--- src/rtl/tcv_pkg.sv ---
package tcv_pkg;

  typedef enum logic [1:0] {
    CH_CAPTURE     = 2'b00,
    CH_COMPARE     = 2'b01,
    CH_EDGE_PWM    = 2'b10,
    CH_COMPARE_ALT = 2'b11
  } ch_mode_e;

  function automatic logic mode_is_capture(ch_mode_e m);
    return m == CH_CAPTURE;
  endfunction

  function automatic logic mode_waits_period(ch_mode_e m);
    return m == CH_EDGE_PWM;
  endfunction

endpackage

--- src/rtl/tcv_wbuf.sv ---
module tcv_wbuf #(
  parameter int VAL_W = 16,
  parameter int BUS_W = 8,
  localparam int NBYTE = VAL_W / BUS_W,
  localparam int SEL_W = (NBYTE > 1) ? $clog2(NBYTE) : 1
) (
  input  logic             clk,
  input  logic             rst_n,
  input  logic             accept,
  input  logic [SEL_W-1:0] sel,
  input  logic [BUS_W-1:0] data,
  input  logic             discard,
  output logic [VAL_W-1:0] merged,
  output logic             full
);

  logic [NBYTE-1:0] got_q, got_d, sel_oh;
  logic [VAL_W-1:0] buf_q, buf_d;

  always_comb begin
    sel_oh = '0;
    if (accept) sel_oh[sel] = 1'b1;
  end

  // A pair completes when this write fills the last empty lane
  assign full = accept && (&(got_q | sel_oh));

  always_comb begin
    if (discard || full) got_d = '0;
    else                 got_d = got_q | sel_oh;
  end

  for (genvar i = 0; i < NBYTE; i++) begin : g_lane
    assign buf_d[i*BUS_W +: BUS_W] =
      (accept && (sel == SEL_W'(i))) ? data : buf_q[i*BUS_W +: BUS_W];
  end

  assign merged = buf_d;

  always_ff @(posedge clk or negedge rst_n) begin
    if (!rst_n) begin
      got_q <= '0;
      buf_q <= '0;
    end else begin
      got_q <= got_d;
      if (accept) buf_q <= buf_d;
    end
  end

endmodule

--- src/rtl/tcv_commit.sv ---
module tcv_commit
  import tcv_pkg::*;
(
  input  logic     clk,
  input  logic     rst_n,
  input  ch_mode_e mode,
  input  logic     clk_on,
  input  logic     presc_tick,
  input  logic     ovf_tick,
  input  logic     full,
  input  logic     byte_wr,
  input  logic     cancel,
  output logic     pending,
  output logic     commit
);

  logic pend_q, pend_d;
  logic tick, due;

  always_comb begin
    tick = mode_waits_period(mode) ? ovf_tick : presc_tick;
    due  = pend_q && (!clk_on || tick);
  end

  always_comb begin
    pend_d = pend_q;
    commit = 1'b0;
    if (cancel || mode_is_capture(mode)) begin
      pend_d = 1'b0;
    end else if (full) begin
      commit = !clk_on;
      pend_d = clk_on;
    end else if (byte_wr) begin
      pend_d = 1'b0;
    end else if (due) begin
      commit = 1'b1;
      pend_d = 1'b0;
    end
  end

  always_ff @(posedge clk or negedge rst_n) begin
    if (!rst_n) pend_q <= 1'b0;
    else        pend_q <= pend_d;
  end

  assign pending = pend_q;

endmodule

--- src/rtl/tcv_active.sv ---
module tcv_active #(
  parameter int VAL_W = 16
) (
  input  logic             clk,
  input  logic             rst_n,
  input  logic             load,
  input  logic [VAL_W-1:0] load_val,
  input  logic             capture,
  input  logic [VAL_W-1:0] cnt_val,
  output logic [VAL_W-1:0] val
);

  logic [VAL_W-1:0] val_q, val_d;
  logic             val_en;

  always_comb begin
    val_en = load || capture;
    if (load)         val_d = load_val;
    else if (capture) val_d = cnt_val;
    else              val_d = val_q;
  end

  always_ff @(posedge clk or negedge rst_n) begin
    if (!rst_n)      val_q <= '0;
    else if (val_en) val_q <= val_d;
  end

  assign val = val_q;

endmodule

--- src/rtl/tmr_chan_value.sv ---
module tmr_chan_value
  import tcv_pkg::*;
#(
  parameter int VAL_W = 16,
  parameter int BUS_W = 8,
  localparam int NBYTE = VAL_W / BUS_W,
  localparam int SEL_W = (NBYTE > 1) ? $clog2(NBYTE) : 1
) (
  input  logic             clk,
  input  logic             rst_n,
  input  logic             wr_en,
  input  logic [SEL_W-1:0] wr_sel,
  input  logic [BUS_W-1:0] wr_data,
  input  logic [1:0]       mode,
  input  logic             clk_on,
  input  logic             presc_tick,
  input  logic             ovf_tick,
  input  logic             cap_evt,
  input  logic [VAL_W-1:0] cnt_val,
  input  logic             ctrl_wr,
  output logic [VAL_W-1:0] val,
  output logic             pending
);

  ch_mode_e         mode_e;
  logic             accept;
  logic             full;
  logic             commit;
  logic             capture;
  logic [VAL_W-1:0] merged;

  assign mode_e  = ch_mode_e'(mode);
  assign accept  = wr_en && !mode_is_capture(mode_e);
  assign capture = cap_evt && mode_is_capture(mode_e);

  tcv_wbuf #(.VAL_W(VAL_W), .BUS_W(BUS_W)) u_wbuf (
    .clk     (clk),
    .rst_n   (rst_n),
    .accept  (accept),
    .sel     (wr_sel),
    .data    (wr_data),
    .discard (ctrl_wr),
    .merged  (merged),
    .full    (full)
  );

  tcv_commit u_commit (
    .clk        (clk),
    .rst_n      (rst_n),
    .mode       (mode_e),
    .clk_on     (clk_on),
    .presc_tick (presc_tick),
    .ovf_tick   (ovf_tick),
    .full       (full),
    .byte_wr    (accept),
    .cancel     (ctrl_wr),
    .pending    (pending),
    .commit     (commit)
  );

  tcv_active #(.VAL_W(VAL_W)) u_active (
    .clk      (clk),
    .rst_n    (rst_n),
    .load     (commit),
    .load_val (merged),
    .capture  (capture),
    .cnt_val  (cnt_val),
    .val      (val)
  );

endmodule

--- config.mk ---
export PLATFORM = sky130hd
export DESIGN_NAME = tmr_chan_value
export DESIGN_NICKNAME = d
export VERILOG_FILES = /design/src/rtl/tcv_pkg.sv /design/src/rtl/tcv_wbuf.sv /design/src/rtl/tcv_commit.sv /design/src/rtl/tcv_active.sv /design/src/rtl/tmr_chan_value.sv
export SDC_FILE = /design/constraint.sdc
export NUM_CORES = 1
export LEC_CHECK = 0
export BUFFER_PORTS_ARGS = -buffer_cell sky130_fd_sc_hd__buf_2
export CORE_MARGIN = 4
export CORE_UTILIZATION = 50
export CTS_CLUSTER_SIZE = 8
export DETAILED_ROUTE_END_ITERATION = 16
export GPL_TIMING_DRIVEN = 0
export HOLD_SLACK_MARGIN = 0.06
export PLACE_DENSITY = 0.75
export SLEW_MARGIN = 20
export SYNTH_ARGS = -nofsm -noshare
export SYNTH_HDL_FRONTEND = slang
export SYNTH_SLANG_ARGS = --single-unit
--- constraint.sdc ---
create_clock -name clk -period 1.7 [get_ports clk]
set_input_delay 0.34 -clock clk [delete_from_list [all_inputs] [get_ports clk]]
set_output_delay 0.34 -clock clk [all_outputs]
set_load 0.01 [all_outputs]
[After elaboration in Yosys (flattened, before gate mapping)]
Index checks and enable logic that the tools add are counted.
Word-level totals
  register bits: 35
  input bits: 35
  output and inout bits: 17
Cells by class
  order comparisons: 2
  eq/ne operators: 1
  mux-type cells: 17
  bitwise operators: 2
  reduce and logical (&&, ||, !) cells: 18
Operators with widths (count)
  2-to-1 mux 16 bit: 2
  2-to-1 mux 8 bit: 2
  2-to-1 mux 1 bit: 10
  logical AND 1 bit: 7
  logical OR 1 bit: 4
  2-to-1 mux 2 bit: 2
  AND reduction 2 bit: 2
  nonzero test 4 bit: 1
  equality test 2 bit (second input constant): 1
  zero test 1 bit: 2
  zero test 2 bit: 1
  less-than comparator 1 x 2 -> 1 bit (second input constant): 1
  OR 2 bit: 1
  nonzero test 2 bit: 1
  demux 1 bit (select 1 bit): 1
  greater-or-equal comparator 1 bit (second input constant): 1
  NOT 1 bit: 1

[Logic depth before layout (Yosys ltp)]
  depth after elaboration: 12
  depth in mapped cells: 5
  depth with buffers taken out: 4

[Cells and area by module]
From an unflattened synthesis, not the netlist that was laid out.
Second synthesis, totals
  cell total of the unflattened synthesis: 144
  area total of the unflattened synthesis: 1767.9 um^2
Modules (own cells, without submodules)
  tcv_wbuf: times used 1, cells an instance 62, area each 902.1 um^2, seq. area each 450.4 um^2
  tcv_active: times used 1, cells an instance 69, area each 744.5 um^2, seq. area each 400.4 um^2
  tcv_commit: times used 1, cells an instance 11, area each 101.3 um^2, seq. area each 25.0 um^2
  tmr_chan_value: times used 1, cells an instance 2, area each 20.0 um^2, seq. area each 0.0 um^2

[Worst setup path after synthesis]
OpenSTA, ideal clock, no wires.
  kind: input to register
  start: input port mode[0]
  end: register u_active.val_q[0], in the netlist u_active.val[0]
  arrival: 1.448 ns
  required time: 1.575 ns
  setup slack: 0.127 ns
  stages on the path: 5
  buffers on the path: 1
  cell sequence: o21ai_2 > nor2_1 > a32oi_4 > buf_12 > mux2_4
Between the ends
  longest elaborated chain between the ends: 11
  elaborated cells between the ends (all ways): 23
  classes of those cells: eq/ne (1); mux (8); bitwise (1); reduce/logical (13)
Ends and longest elaborated chain
  start: declaration: RTL line tmr_chan_value.sv:14  | input logic [1:0] mode,
  zero test 2 bit: RTL line tcv_pkg.sv:11  | return m == CH_CAPTURE;
  zero test 1 bit: RTL line tmr_chan_value.sv:33  | assign accept = wr_en && !mode_is_capture(mode_e);
  logical AND 1 bit: RTL line tmr_chan_value.sv:33
  2-to-1 mux 2 bit: RTL line tcv_wbuf.sv:22  | if (accept) sel_oh[sel] = 1'b1;
  OR 2 bit: RTL line tcv_wbuf.sv:26  | assign full = accept && (&(got_q | sel_oh));
  AND reduction 2 bit: RTL line tcv_wbuf.sv:26
  logical AND 1 bit: RTL line tcv_wbuf.sv:26
  2-to-1 mux 1 bit: RTL line tcv_commit.sv:30  | end else if (full) begin
  2-to-1 mux 1 bit: RTL line tcv_commit.sv:28  | if (cancel || mode_is_capture(mode)) begin
  nonzero test 2 bit (no line) or logical OR 1 bit (tied branches)
  AND reduction 2 bit (no line)
  end signal: assignment: RTL line tcv_active.sv:25  | else if (val_en) val_q <= val_d;
  end: declaration: RTL line tcv_active.sv:13  | logic [VAL_W-1:0] val_q, val_d;
Parallel ways exist; a longest one is shown, timed or not.
A chain may end at the register's enable or synchronous reset.

[Worst setup path after layout]
  start: register u_wbuf.got_q[0]
  end: register u_active.val_q[3], in the netlist u_active.val[3]
Between the ends
  longest elaborated chain between the ends: 7
  elaborated cells between the ends (all ways): 9
  classes of those cells: mux (3); bitwise (1); reduce/logical (5)
Ends and longest elaborated chain
  start: declaration: RTL line tcv_wbuf.sv:17  | logic [NBYTE-1:0] got_q, got_d, sel_oh;
  start signal: assignment: RTL line tcv_wbuf.sv:45  | got_q <= got_d;
  OR 2 bit (*): RTL line tcv_wbuf.sv:26
  AND reduction 2 bit (*): RTL line tcv_wbuf.sv:26
  logical AND 1 bit (*): RTL line tcv_wbuf.sv:26
  2-to-1 mux 1 bit (*): RTL line tcv_commit.sv:30
  2-to-1 mux 1 bit (*): RTL line tcv_commit.sv:28
  nonzero test 2 bit (no line) or logical OR 1 bit (tied branches)
  AND reduction 2 bit (no line)
Mark *: on every way between the ends. The rest lies on a longest branch, timed or not.

==> results_dict.tcl <==
set metrics [dict create \
    result_of_the_run "complete, no violations" \
    postSynthAreaPerCell_sq_um 15.2 \
    worstReg2RegEnd "u_active.val[3]" \
    worstHoldPathType "primary input to asynchronous set/reset pin" \
    rsz_0062_raised_after_global_routing "false" \
    yosys_warnings 0 \
    max_slew.worst_pin.slew_ps 746 \
    critical_path_peak_fanout 10 \
    peakVddDrop_uv 551 \
    cellPowerDensity_nw_per_um2 973 \
    number_of_buffers_between_clock_root_and_the_deepest_sink 2 \
    drive_gt1_share_pct 68.8 \
    initial_antenna_violation_count 0 \
    grt.overflow.total 0 \
    design.portCount 52 \
    largest_net_degree_at_the_start_of_global_routing 36 \
    ys_async_sr_fraction_pct 100 \
    synth-seq-area-share_pct 52.7 \
    drtAntennaViolNets 0 \
    post_layout_nonfiller_instances 214 \
    first_iter_violations 44 \
    die_height_microns 65.6 \
    numCtsBuffers 5 \
    final-seq-area_sq_um 876 \
    drtPass1Iterations 4 \
    postSynthNetCount 144 \
    groute.usage.overall_pct 16.8 \
    synth.ff_latch_count 35 \
    grt_pass1_vias 1181 \
    cap_violations 0 \
    finalWeightedCongestion 0.734 \
    static-leakage-power_nw 0.988 \
    via_count 1101 \
    syn2layout_area_growth_pct 23.3 \
    first_pass_grt_wire_length_microns 5330 \
    detail_route.drc_violations 0 \
    fin_worst_skew_ps 12.3 \
    clkTransAtPathRegs_ps 110 \
    core_area_sq_um 3130 \
    cts_tree "yes" \
    routed_vias_inst 5.14 \
    cts.sink_count 35 \
    multiInputGateArea_sq_um 751 \
    worst_r2r_path_depth 5 \
    synth_enable_flop_cells 0 \
    clock_latency_ps 330 \
    cts.htree.levels 2 \
    die-area_sq_um 4310 \
    diodes_inserted 0 \
    synth_cell_types 23 \
    num_rows 20 \
    stdcell_area_sq_um 2050 \
    dpl-instance-area_sq_um 1970 \
    fin_nets 204 \
    port_buffers 51 \
    dominant_cell_type_by_area_after_synthesis "sky130_fd_sc_hd__dfrtp_1" \
    post_synth_inst_count 109 \
    postRouteWirelength_microns 3280 \
    floorplan.initialDensity_pct 53.1 \
    worst_path_class_setup "register to register" \
    max_freq_mhz 648 \
    critical_path.endpoint_type "register" \
    rr_startpoint "u_wbuf.got_q[0]" \
    total_of_endpoints_with_negative_setup_slack_in_the_final_report 0 \
    r2r_setup_slack_ps 160 \
    placedCellCount 204 \
    synth_top_area_share_pct 52.7 \
    post-route-period-util_pct 90.7 \
    critPathLaunchType "register" \
    maxSlewHeadroom_pct 50.3 \
    min_period_ps 1540 \
    syn_area_sq_um 1660 \
    clk_root_buf "sky130_fd_sc_hd__clkbuf_4" \
    fill_count 256 \
    required_ps 1920 \
    hpwlAfterDp_microns 2520 \
    synth.top_cells.by_area "sky130_fd_sc_hd__dfrtp_1, sky130_fd_sc_hd__mux2_2, sky130_fd_sc_hd__mux2_4" \
    final_max_slew_viol_count 0 \
    wl_per_cell_microns 15.3 \
    critical_path_arrival_ps 1760 \
    synthFlopType "sky130_fd_sc_hd__dfrtp_1" \
    die-width_microns 65.6 \
    report.final.hold_viol_count 0 \
]
what timing repair did:
| item | 4_1_cts | 5_1_grt |
|---|---|---|
| hold buffers | 0 | 0 |
| setup endpoints to repair | 0 | 10 |
| resized for setup | 0 | 0 |
| setup buffers | 0 | 2 |
placed cells by master (no fill, tap or decap), types with 2 or more instances in the layout:
cell	Yosys	final
sky130_fd_sc_hd__a21oi_1	2	2
sky130_fd_sc_hd__buf_12	1	2
sky130_fd_sc_hd__buf_2	0	51
sky130_fd_sc_hd__clkbuf_1	0	2
sky130_fd_sc_hd__clkbuf_4	0	5
sky130_fd_sc_hd__dfrtp_1	35	35
sky130_fd_sc_hd__mux2_2	38	38
sky130_fd_sc_hd__mux2_4	10	10
sky130_fd_sc_hd__nand2_1	3	3
sky130_fd_sc_hd__nor2_1	3	3
sky130_fd_sc_hd__o211ai_2	2	2
sequential cells by signal, summed over array words and instances, names as in the netlist:
register / cells
u_active.val: 16
u_wbuf.buf_q: 16
u_commit.pending: 1
u_wbuf.got_q: 2
critical path, stage by stage, from the launching register on:
cell and delay [ps]:
sky130_fd_sc_hd__dfrtp_1 410, sky130_fd_sc_hd__mux2i_1 140, sky130_fd_sc_hd__nor2_1 100, sky130_fd_sc_hd__a32oi_4 280, sky130_fd_sc_hd__buf_12 190, sky130_fd_sc_hd__mux2_4 300
kinds of logic (layout without fill, tap and decap cells):
| kind of cell | Yosys count | after routing | synth area share, % |
|---|---|---|---|
| buffers and inverters | 3 | 64 | 2.11 |
| multiplexers | 49 | 49 | 35.4 |
| AO/OA/AOI/OAI | 7 | 7 | 4.74 |
| flip-flops | 35 | 35 | 52.7 |
| AND/OR/NAND/NOR | 15 | 15 | 5.05 |
cell type report:
class | count | share of cell area [%]
multi-input cells | 71 | 36.6
repair buffers | 53 | 13.8
clock buffers | 7 | 2.20
well taps | 44 | 2.69
plain buffers | 2 | 1.53
clock inverters | 1 | 0.244
inverters | 1 | 0.183
flip-flops and latches | 35 | 42.7
per-layer routing:
metal	GRT usage, %	share of wire, %
met1	18.5	38
met2	29.7	56
met3	6.15	4.9
met4	5.18	0.89
met5	0	0
worst max-delay path by stage:
stage	from	endpoint	slack [ps]	cells past startpoint
3_3_place_gp	mode[0]	u_active.val[14]	-170	6
5_1_grt	u_wbuf.got_q[0]	u_active.val[3]	110	5
3_5_place_dp	mode[0]	u_active.val[5]	-220	6
4_1_cts	u_wbuf.got_q[0]	u_active.val[4]	10	5
2_1_floorplan	mode[0]	u_active.val[0]	130	5
6_report	u_wbuf.got_q[0]	u_active.val[3]	160	5
Yosys cell counts (2+ instances only):
| library cell | count |
|---|---|
| sky130_fd_sc_hd__mux2_4 | 10 |
| sky130_fd_sc_hd__nand2_1 | 3 |
| sky130_fd_sc_hd__a21oi_1 | 2 |
| sky130_fd_sc_hd__mux2_2 | 38 |
| sky130_fd_sc_hd__dfrtp_1 | 35 |
| sky130_fd_sc_hd__nor2_1 | 3 |
| sky130_fd_sc_hd__o211ai_2 | 2 |
stage by stage:
step                TNS [ps]  hold WS (ps)  setup WS, ps  power, mW  utilization [%]
finish                     0          67.1           158       2.00             65.5
global route               0           118           108       2.11             65.5
CTS                        0          86.5          12.3       2.02             64.6
detailed placement     -2650           457          -220       1.59             63.0
global placement       -2030           444          -172       1.56             63.0
floorplan                  0          44.4           127       1.39                -
power by group:
group          switching, mW  internal (mW)
combinational          0.215          0.309
sequential            0.0575          0.985
clock                  0.267          0.161
total                  0.539           1.46
No activity file was read; power rests on OpenSTA's default activity.
